File: src/rtl/ycc_pkg.sv
package ycc_pkg;

    // Flags that travel alongside each pixel through the pipeline.
    typedef struct packed {
        logic valid;
        logic hsync;
        logic vsync;
        logic blank;
    } pix_flags_t;

    localparam pix_flags_t FLAGS_IDLE = '{valid: 1'b0, hsync: 1'b0, vsync: 1'b0, blank: 1'b0};

    // Number of products formed by the multiply stage.
    localparam int NUM_PROD = 5;
    // Product slots, in the order the multiply stage produces them.
    localparam int P_Y  = 0;
    localparam int P_RV = 1;
    localparam int P_GV = 2;
    localparam int P_GU = 3;
    localparam int P_BU = 4;

    // Number of colour channels and terms summed per channel.
    localparam int NUM_CH    = 3;
    localparam int TERMS_PER = 3;

endpackage

File: src/rtl/ycc_flag_pipe.sv
module ycc_flag_pipe
    import ycc_pkg::*;
#(
    parameter int DEPTH = 3
) (
    input  logic       clk,
    input  logic       rst,
    input  pix_flags_t flags_i,
    output pix_flags_t taps_o [DEPTH]
);

    pix_flags_t stage_q [DEPTH];

    generate
        for (genvar s = 0; s < DEPTH; s++) begin : g_stage
            if (s == 0) begin : g_first
                always_ff @(posedge clk) begin
                    if (rst) stage_q[s] <= FLAGS_IDLE;
                    else     stage_q[s] <= flags_i;
                end
            end else begin : g_next
                always_ff @(posedge clk) begin
                    if (rst) stage_q[s] <= FLAGS_IDLE;
                    else     stage_q[s] <= stage_q[s-1];
                end
            end
            assign taps_o[s] = stage_q[s];
        end
    endgenerate

endmodule

File: src/rtl/ycc_offset_stage.sv
module ycc_offset_stage #(
    parameter int PIX_W = 8,
    parameter int Y_OFS = 16,
    parameter int C_OFS = 128,
    localparam int OFS_W = PIX_W + 1
) (
    input  logic                    clk,
    input  logic [PIX_W-1:0]        y_i,
    input  logic [PIX_W-1:0]        cb_i,
    input  logic [PIX_W-1:0]        cr_i,
    output logic signed [OFS_W-1:0] dy_o,
    output logic signed [OFS_W-1:0] dcb_o,
    output logic signed [OFS_W-1:0] dcr_o
);

    localparam logic signed [OFS_W-1:0] Y_BASE = OFS_W'(Y_OFS);
    localparam logic signed [OFS_W-1:0] C_BASE = OFS_W'(C_OFS);

    logic signed [OFS_W-1:0] dy_c, dcb_c, dcr_c;

    always_comb begin
        dy_c  = $signed({1'b0, y_i})  - Y_BASE;
        dcb_c = $signed({1'b0, cb_i}) - C_BASE;
        dcr_c = $signed({1'b0, cr_i}) - C_BASE;
    end

    always_ff @(posedge clk) begin
        dy_o  <= dy_c;
        dcb_o <= dcb_c;
        dcr_o <= dcr_c;
    end

endmodule

File: src/rtl/ycc_mult_stage.sv
module ycc_mult_stage
    import ycc_pkg::*;
#(
    parameter int OFS_W  = 9,
    parameter int COEF_W = 13,
    parameter int COEFS [NUM_PROD] = '{1192, 1634, 833, 401, 2065},
    localparam int PROD_W = OFS_W + COEF_W
) (
    input  logic                     clk,
    input  logic signed [OFS_W-1:0]  dy_i,
    input  logic signed [OFS_W-1:0]  dcb_i,
    input  logic signed [OFS_W-1:0]  dcr_i,
    output logic signed [PROD_W-1:0] prod_o [NUM_PROD]
);

    // Operand routing: luma for slot 0, red chroma for slots 1-2, blue chroma for 3-4.
    logic signed [OFS_W-1:0] operand [NUM_PROD];

    always_comb begin
        operand[P_Y]  = dy_i;
        operand[P_RV] = dcr_i;
        operand[P_GV] = dcr_i;
        operand[P_GU] = dcb_i;
        operand[P_BU] = dcb_i;
    end

    generate
        for (genvar p = 0; p < NUM_PROD; p++) begin : g_prod
            localparam logic signed [PROD_W-1:0] KWIDE = PROD_W'(COEFS[p]);
            logic signed [PROD_W-1:0] op_wide;
            logic signed [PROD_W-1:0] prod_c;

            assign op_wide = {{(PROD_W-OFS_W){operand[p][OFS_W-1]}}, operand[p]};
            assign prod_c  = op_wide * KWIDE;

            always_ff @(posedge clk) begin
                prod_o[p] <= prod_c;
            end
        end
    endgenerate

endmodule

File: src/rtl/ycc_chan_out.sv
module ycc_chan_out
    import ycc_pkg::*;
#(
    parameter int ACC_W     = 24,
    parameter int FRAC_BITS = 10,
    parameter int PIX_W     = 8
) (
    input  logic                    clk,
    input  logic                    rst,
    input  logic signed [ACC_W-1:0] term_i [TERMS_PER],
    input  logic                    blank_i,
    output logic [PIX_W-1:0]        pix_o
);

    localparam logic signed [ACC_W-1:0] PIX_MAX = ACC_W'((1 << PIX_W) - 1);

    logic signed [ACC_W-1:0] sum_c;
    logic signed [ACC_W-1:0] scaled_c;
    logic [PIX_W-1:0]        clamp_c;

    always_comb begin
        sum_c = '0;
        for (int t = 0; t < TERMS_PER; t++) begin
            sum_c = sum_c + term_i[t];
        end
        scaled_c = sum_c >>> FRAC_BITS;
        if (scaled_c < 0)
            clamp_c = '0;
        else if (scaled_c > PIX_MAX)
            clamp_c = '1;
        else
            clamp_c = scaled_c[PIX_W-1:0];
    end

    always_ff @(posedge clk) begin
        if (rst)          pix_o <= '0;
        else if (blank_i) pix_o <= '0;
        else              pix_o <= clamp_c;
    end

endmodule

File: src/rtl/ycc2rgb_conv.sv
module ycc2rgb_conv
    import ycc_pkg::*;
#(
    parameter int PIX_W     = 8,
    parameter int FRAC_BITS = 10,
    parameter int Y_OFS     = 16,
    parameter int C_OFS     = 128,
    parameter int COEF_W    = 13,
    parameter int K_Y       = 1192,
    parameter int K_RV      = 1634,
    parameter int K_GV      = 833,
    parameter int K_GU      = 401,
    parameter int K_BU      = 2065
) (
    input  logic             clk,
    input  logic             rst,
    input  logic             in_valid,
    input  logic [PIX_W-1:0] in_y,
    input  logic [PIX_W-1:0] in_cb,
    input  logic [PIX_W-1:0] in_cr,
    input  logic             in_hsync,
    input  logic             in_vsync,
    input  logic             in_blank,
    output logic             out_valid,
    output logic [PIX_W-1:0] out_r,
    output logic [PIX_W-1:0] out_g,
    output logic [PIX_W-1:0] out_b,
    output logic             out_hsync,
    output logic             out_vsync,
    output logic             out_blank
);

    localparam int OFS_W   = PIX_W + 1;
    localparam int PROD_W  = OFS_W + COEF_W;
    localparam int ACC_W   = PROD_W + 2;
    localparam int LATENCY = 3;
    localparam int COEF_SET [NUM_PROD] = '{K_Y, K_RV, K_GV, K_GU, K_BU};

    // Flag delay line, one tap per datapath stage.
    pix_flags_t flags_in;
    pix_flags_t flag_tap [LATENCY];

    assign flags_in = '{valid: in_valid, hsync: in_hsync, vsync: in_vsync, blank: in_blank};

    ycc_flag_pipe #(.DEPTH(LATENCY)) u_flags (
        .clk    (clk),
        .rst    (rst),
        .flags_i(flags_in),
        .taps_o (flag_tap)
    );

    // Stage 1: offset removal.
    logic signed [OFS_W-1:0] dy_q, dcb_q, dcr_q;

    ycc_offset_stage #(
        .PIX_W(PIX_W),
        .Y_OFS(Y_OFS),
        .C_OFS(C_OFS)
    ) u_offset (
        .clk  (clk),
        .y_i  (in_y),
        .cb_i (in_cb),
        .cr_i (in_cr),
        .dy_o (dy_q),
        .dcb_o(dcb_q),
        .dcr_o(dcr_q)
    );

    // Stage 2: constant products.
    logic signed [PROD_W-1:0] prod_q [NUM_PROD];

    ycc_mult_stage #(
        .OFS_W (OFS_W),
        .COEF_W(COEF_W),
        .COEFS (COEF_SET)
    ) u_mult (
        .clk   (clk),
        .dy_i  (dy_q),
        .dcb_i (dcb_q),
        .dcr_i (dcr_q),
        .prod_o(prod_q)
    );

    // Sign-extend products into accumulator width.
    logic signed [ACC_W-1:0] pw [NUM_PROD];
    generate
        for (genvar p = 0; p < NUM_PROD; p++) begin : g_ext
            assign pw[p] = {{(ACC_W-PROD_W){prod_q[p][PROD_W-1]}}, prod_q[p]};
        end
    endgenerate

    // Per-channel term sets: red, green, blue.
    logic signed [ACC_W-1:0] terms [NUM_CH][TERMS_PER];

    always_comb begin
        terms[0][0] = pw[P_Y];
        terms[0][1] = pw[P_RV];
        terms[0][2] = '0;
        terms[1][0] = pw[P_Y];
        terms[1][1] = -pw[P_GV];
        terms[1][2] = -pw[P_GU];
        terms[2][0] = pw[P_Y];
        terms[2][1] = pw[P_BU];
        terms[2][2] = '0;
    end

    // Stage 3: sum, shift, clamp, blank.
    logic [PIX_W-1:0] chan_pix [NUM_CH];

    generate
        for (genvar c = 0; c < NUM_CH; c++) begin : g_chan
            ycc_chan_out #(
                .ACC_W    (ACC_W),
                .FRAC_BITS(FRAC_BITS),
                .PIX_W    (PIX_W)
            ) u_chan (
                .clk    (clk),
                .rst    (rst),
                .term_i (terms[c]),
                .blank_i(flag_tap[LATENCY-2].blank),
                .pix_o  (chan_pix[c])
            );
        end
    endgenerate

    assign out_r     = chan_pix[0];
    assign out_g     = chan_pix[1];
    assign out_b     = chan_pix[2];
    assign out_valid = flag_tap[LATENCY-1].valid;
    assign out_hsync = flag_tap[LATENCY-1].hsync;
    assign out_vsync = flag_tap[LATENCY-1].vsync;
    assign out_blank = flag_tap[LATENCY-1].blank;

endmodule

File: config.mk
export PLATFORM = sky130hd
export DESIGN_NAME = ycc2rgb_conv
export DESIGN_NICKNAME = d
export VERILOG_FILES = /design/src/rtl/ycc_pkg.sv /design/src/rtl/ycc_flag_pipe.sv /design/src/rtl/ycc_offset_stage.sv /design/src/rtl/ycc_mult_stage.sv /design/src/rtl/ycc_chan_out.sv /design/src/rtl/ycc2rgb_conv.sv
export SDC_FILE = /design/constraint.sdc
export NUM_CORES = 1
export LEC_CHECK = 0
export ABC_AREA = 1
export BUFFER_PORTS_ARGS = -buffer_cell sky130_fd_sc_hd__buf_2
export CAP_MARGIN = 20
export CELL_PAD_IN_SITES_DETAIL_PLACEMENT = 1
export CELL_PAD_IN_SITES_GLOBAL_PLACEMENT = 1
export CORE_MARGIN = 2
export CORE_UTILIZATION = 52
export DETAILED_ROUTE_END_ITERATION = 12
export GPL_ROUTABILITY_DRIVEN = 1
export GPL_TIMING_DRIVEN = 0
export PLACE_DENSITY_LB_ADDON = 0.1
export SYNTH_ARGS = -nofsm -noshare
export SYNTH_HDL_FRONTEND = slang
export SYNTH_HIERARCHICAL = 1
export SYNTH_SLANG_ARGS = --single-unit
export TNS_END_PERCENT = 100
File: constraint.sdc
create_clock -name clk -period 7.65 [get_ports clk]
set_input_delay 1.53 -clock clk [delete_from_list [all_inputs] [get_ports clk]]
set_output_delay 1.53 -clock clk [all_outputs]
set_load 0.1 [all_outputs]
==> run metrics <==
flop2flop setup slack=3.01 ns; post-synthesis register bit count=149; drt first pass iters=5; period utilization=60.7%; DP Area=0.0184 mm²; Final Util=57.9%; CP endpoint=u_mult/prod_o[86]; CTS tree=built; Critical Path Fanout Max=12; max_slew headroom=47.9%; IO Pins=58; area occupied by multi-input gates=~0.013 mm²; Detail Route Antenna Nets=0; CP Class=flip-flop to flip-flop; Post-Layout Cell Count=2,931; Clock Skew=0.00998 ns; worst path required time=7.96 ns; Post-synth EDFFs=0; H-tree lvl count=4; Vias/cell=5.19; initial antenna violation count=0; reg2reg start=u_offset/dcr_o[7]; Seq/Total Area, Yosys=between 10% and 20%; Worst-Margin Slew=0.780 ns; Setup TNS Final=0 ns; layout cells sized above 1=8.92%; RR Endpoint=u_mult/prod_o[86]; FF+latch area=around 0.0030 mm²; Clock Pin Slew Worst Setup and Hold Paths=0.07 ns; pins over their slew limit=0; fillers=4,393; Cell Count Post-Placement=roughly 2,900; routed vias=about 15,000; total track usage=30.5%; Total Wirelength=51.6 mm; endpoints failing setup=0; # rows=66; Initial Util=53.1%; Root Buffer=clkbuf_16; nets=between 2,000 and 3,000; Clk Latency, worst-skew pair=0.45 ns; status=finished clean; min Tclk post-route=~4.6 ns; DIE AREA=around 0.035 mm²; Synth cell types=45; routed length per instance=approximately 18 µm; final hold violations=0; Port-buffer cells=57; area delta synth->final=9.05%; final RePlAce weighted congestion=0.924; post-CTS setup repair buffer count=0; Startpoint Class=flip-flop; GR Overflow Total=0; Peak VDD IR=about 0.22 mV; Hold WC Path Type=flip-flop to flip-flop; CTS Buffer Depth=2; Synth async-reset ratio=0%; Clock Sinks=149; Detail Placement HPWL=between 40 and 50 mm; Starting DRT DRC Count=646; vias in the first global route=approximately 17,000; first-pass GRT wire length=84.0 mm; Worst setup EP type=flip-flop; chip width=187 µm; dominant register cell in the synthesized netlist=dfxtp_1; YS warnings=6; Data arrival, critical path=4.95 ns; PD cells=435 mW/mm²; # diodes=0; Leak=10.7 nW; post-cts sizing count=0; Design Area, Final=about 0.019 mm²; CTS Buf Count=17; # Max-Cap Violations=0; # DRC=0; Gate Count Post-Synth=2,350; cts hold-fix bufs=0; pin count of the biggest net entering global routing=17; Vert. Die Dim=187 µm; CP startpoint=u_offset/dcr_o[7]; CORE AREA=0.0327 mm²; Post-Synthesis Cell Area=0.0174 mm²; Max Fclk=between 200 and 250 MHz; Mean Syn Cell Area=7.39 µm²; R2R depth=17; unrepaired setup endpoints after global routing=no; hold path cells=2
## final cells by class
type | instances | area share (%)
multi-input combinational | 1749 | 66.5
sequential | 149 | 15.8
inverter | 476 | 9.44
tap | 442 | 2.92
clock buffer | 19 | 2.29
timing repair buffer | 57 | 1.51
buffer | 26 | 1.04
clock inverter | 13 | 0.588
## logic make-up (layout without fill, tap and decap cells)
logic type,after synthesis,count (layout),share of synthesized area (%)
buffers and inverters,502,591,11.4
DFF,149,149,17.2
xor gates and xnor gates,99,99,5.08
other,2,52,0.0433
and+or+nand+nor,1027,1027,25.9
adders and majority gates,417,417,35.3
AOI/OAI and AO/OA,154,154,5.10
## cells in the mapped netlist, drive strengths merged (22+ instances only)
cell,number,area (µm²)
nand3,110,561
xor2,56,505
inv,476,1790
nand2,631,2480
buf,26,196
a21oi,105,563
xnor2,43,377
nor2,221,998
fa,121,2420
ha,296,3700
o21ai,22,118
dfxtp,149,2980
nand4,41,257
## where the power goes
| part | internal [W] | switching (W) |
|---|---|---|
| registers | 0.000998 | 0.000287 |
| logic | 0.00209 | 0.00406 |
| clock network | 0.000443 | 0.000359 |
| total | 0.00353 | 0.00471 |
## stage by stage
| step | worst slack, ns | total power, W | hold WS [ns] |
|---|---|---|---|
| after floorplan | 3.65 | 0.00570 | 0.374 |
| after global placement | 3.14 | 0.00707 | 0.391 |
| after detailed placement | 3.05 | 0.00730 | 0.402 |
| after CTS | 2.98 | 0.00820 | 0.410 |
| after global routing | 2.72 | 0.00903 | 0.437 |
| final | 3.01 | 0.00824 | 0.413 |
## placed cells by master, fill, tap and decap left out, drive strengths merged, types with 2 or more instances in the layout
| master | netlist | final |
|---|---|---|
| o21bai | 14 | 14 |
| clkinv | 0 | 5 |
| xnor2 | 43 | 43 |
| o21ai | 22 | 22 |
| nor4 | 3 | 3 |
| or2 | 2 | 2 |
| clkbuf | 0 | 19 |
| clkinvlp | 0 | 7 |
| nand2 | 631 | 631 |
| fa | 121 | 121 |
| nand3b | 4 | 4 |
| nand4 | 41 | 41 |
| a21o | 8 | 8 |
| inv | 476 | 476 |
| nor3 | 9 | 9 |
| ha | 296 | 296 |
| nor2 | 221 | 221 |
| and2 | 5 | 5 |
| dfxtp | 149 | 149 |
| xor2 | 56 | 56 |
| a21oi | 105 | 105 |
| buf | 26 | 83 |
| conb | 2 | 52 |
| nand3 | 110 | 110 |
## routing by layer
metal | vias to the layer above | GRT usage [%] | wire (µm)
met1 | 7355 | 37.9 | 22800
met3 | 106 | 4.38 | 1930
met2 | 274 | 53.1 | 24900
met5 | - | 0 | 0
met4 | 0 | 12.2 | 2030
li1 | 7475 | - | -
## sequential cells by signal, summed over array words and instances (netlist names)
signal / flops
u_mult/prod_o: 88
g_chan.u_chan/pix_o: 24
u_flags/stage_q: 12
u_offset/dy_o: 9
u_offset/dcb_o: 8
u_offset/dcr_o: 8
## critical path, stage by stage, from the launching register on
cell and delay (ns):
dfxtp_1 0.62, buf_4 0.34, fa_1 0.52, inv_1 0.11, fa_1 0.45, fa_1 0.53, fa_1 0.56, inv_1 0.05
ha_1 0.31, ha_1 0.38, nand2_2 0.14, inv_2 0.05, nand2_1 0.09, nor2_1 0.06, nand2_1 0.07, nand3_1 0.07
nand2_1 0.06, nand2_1 0.10
## worst min path at each step
stage / startpoint / end / slack, ns
CTS: u_flags/stage_q[0][0] / u_flags/stage_q[1][0] / 0.41
finish: u_flags/stage_q[0][1] / u_flags/stage_q[1][1] / 0.41
global placement: u_flags/stage_q[0][3] / u_flags/stage_q[1][3] / 0.39
global route: u_flags/stage_q[0][0] / u_flags/stage_q[1][0] / 0.44
floorplan: u_offset/dcr_o[2] / u_mult/prod_o[46] / 0.37
detailed placement: u_flags/stage_q[0][0] / u_flags/stage_q[1][0] / 0.40
No activity file was read; power rests on OpenSTA's default activity.
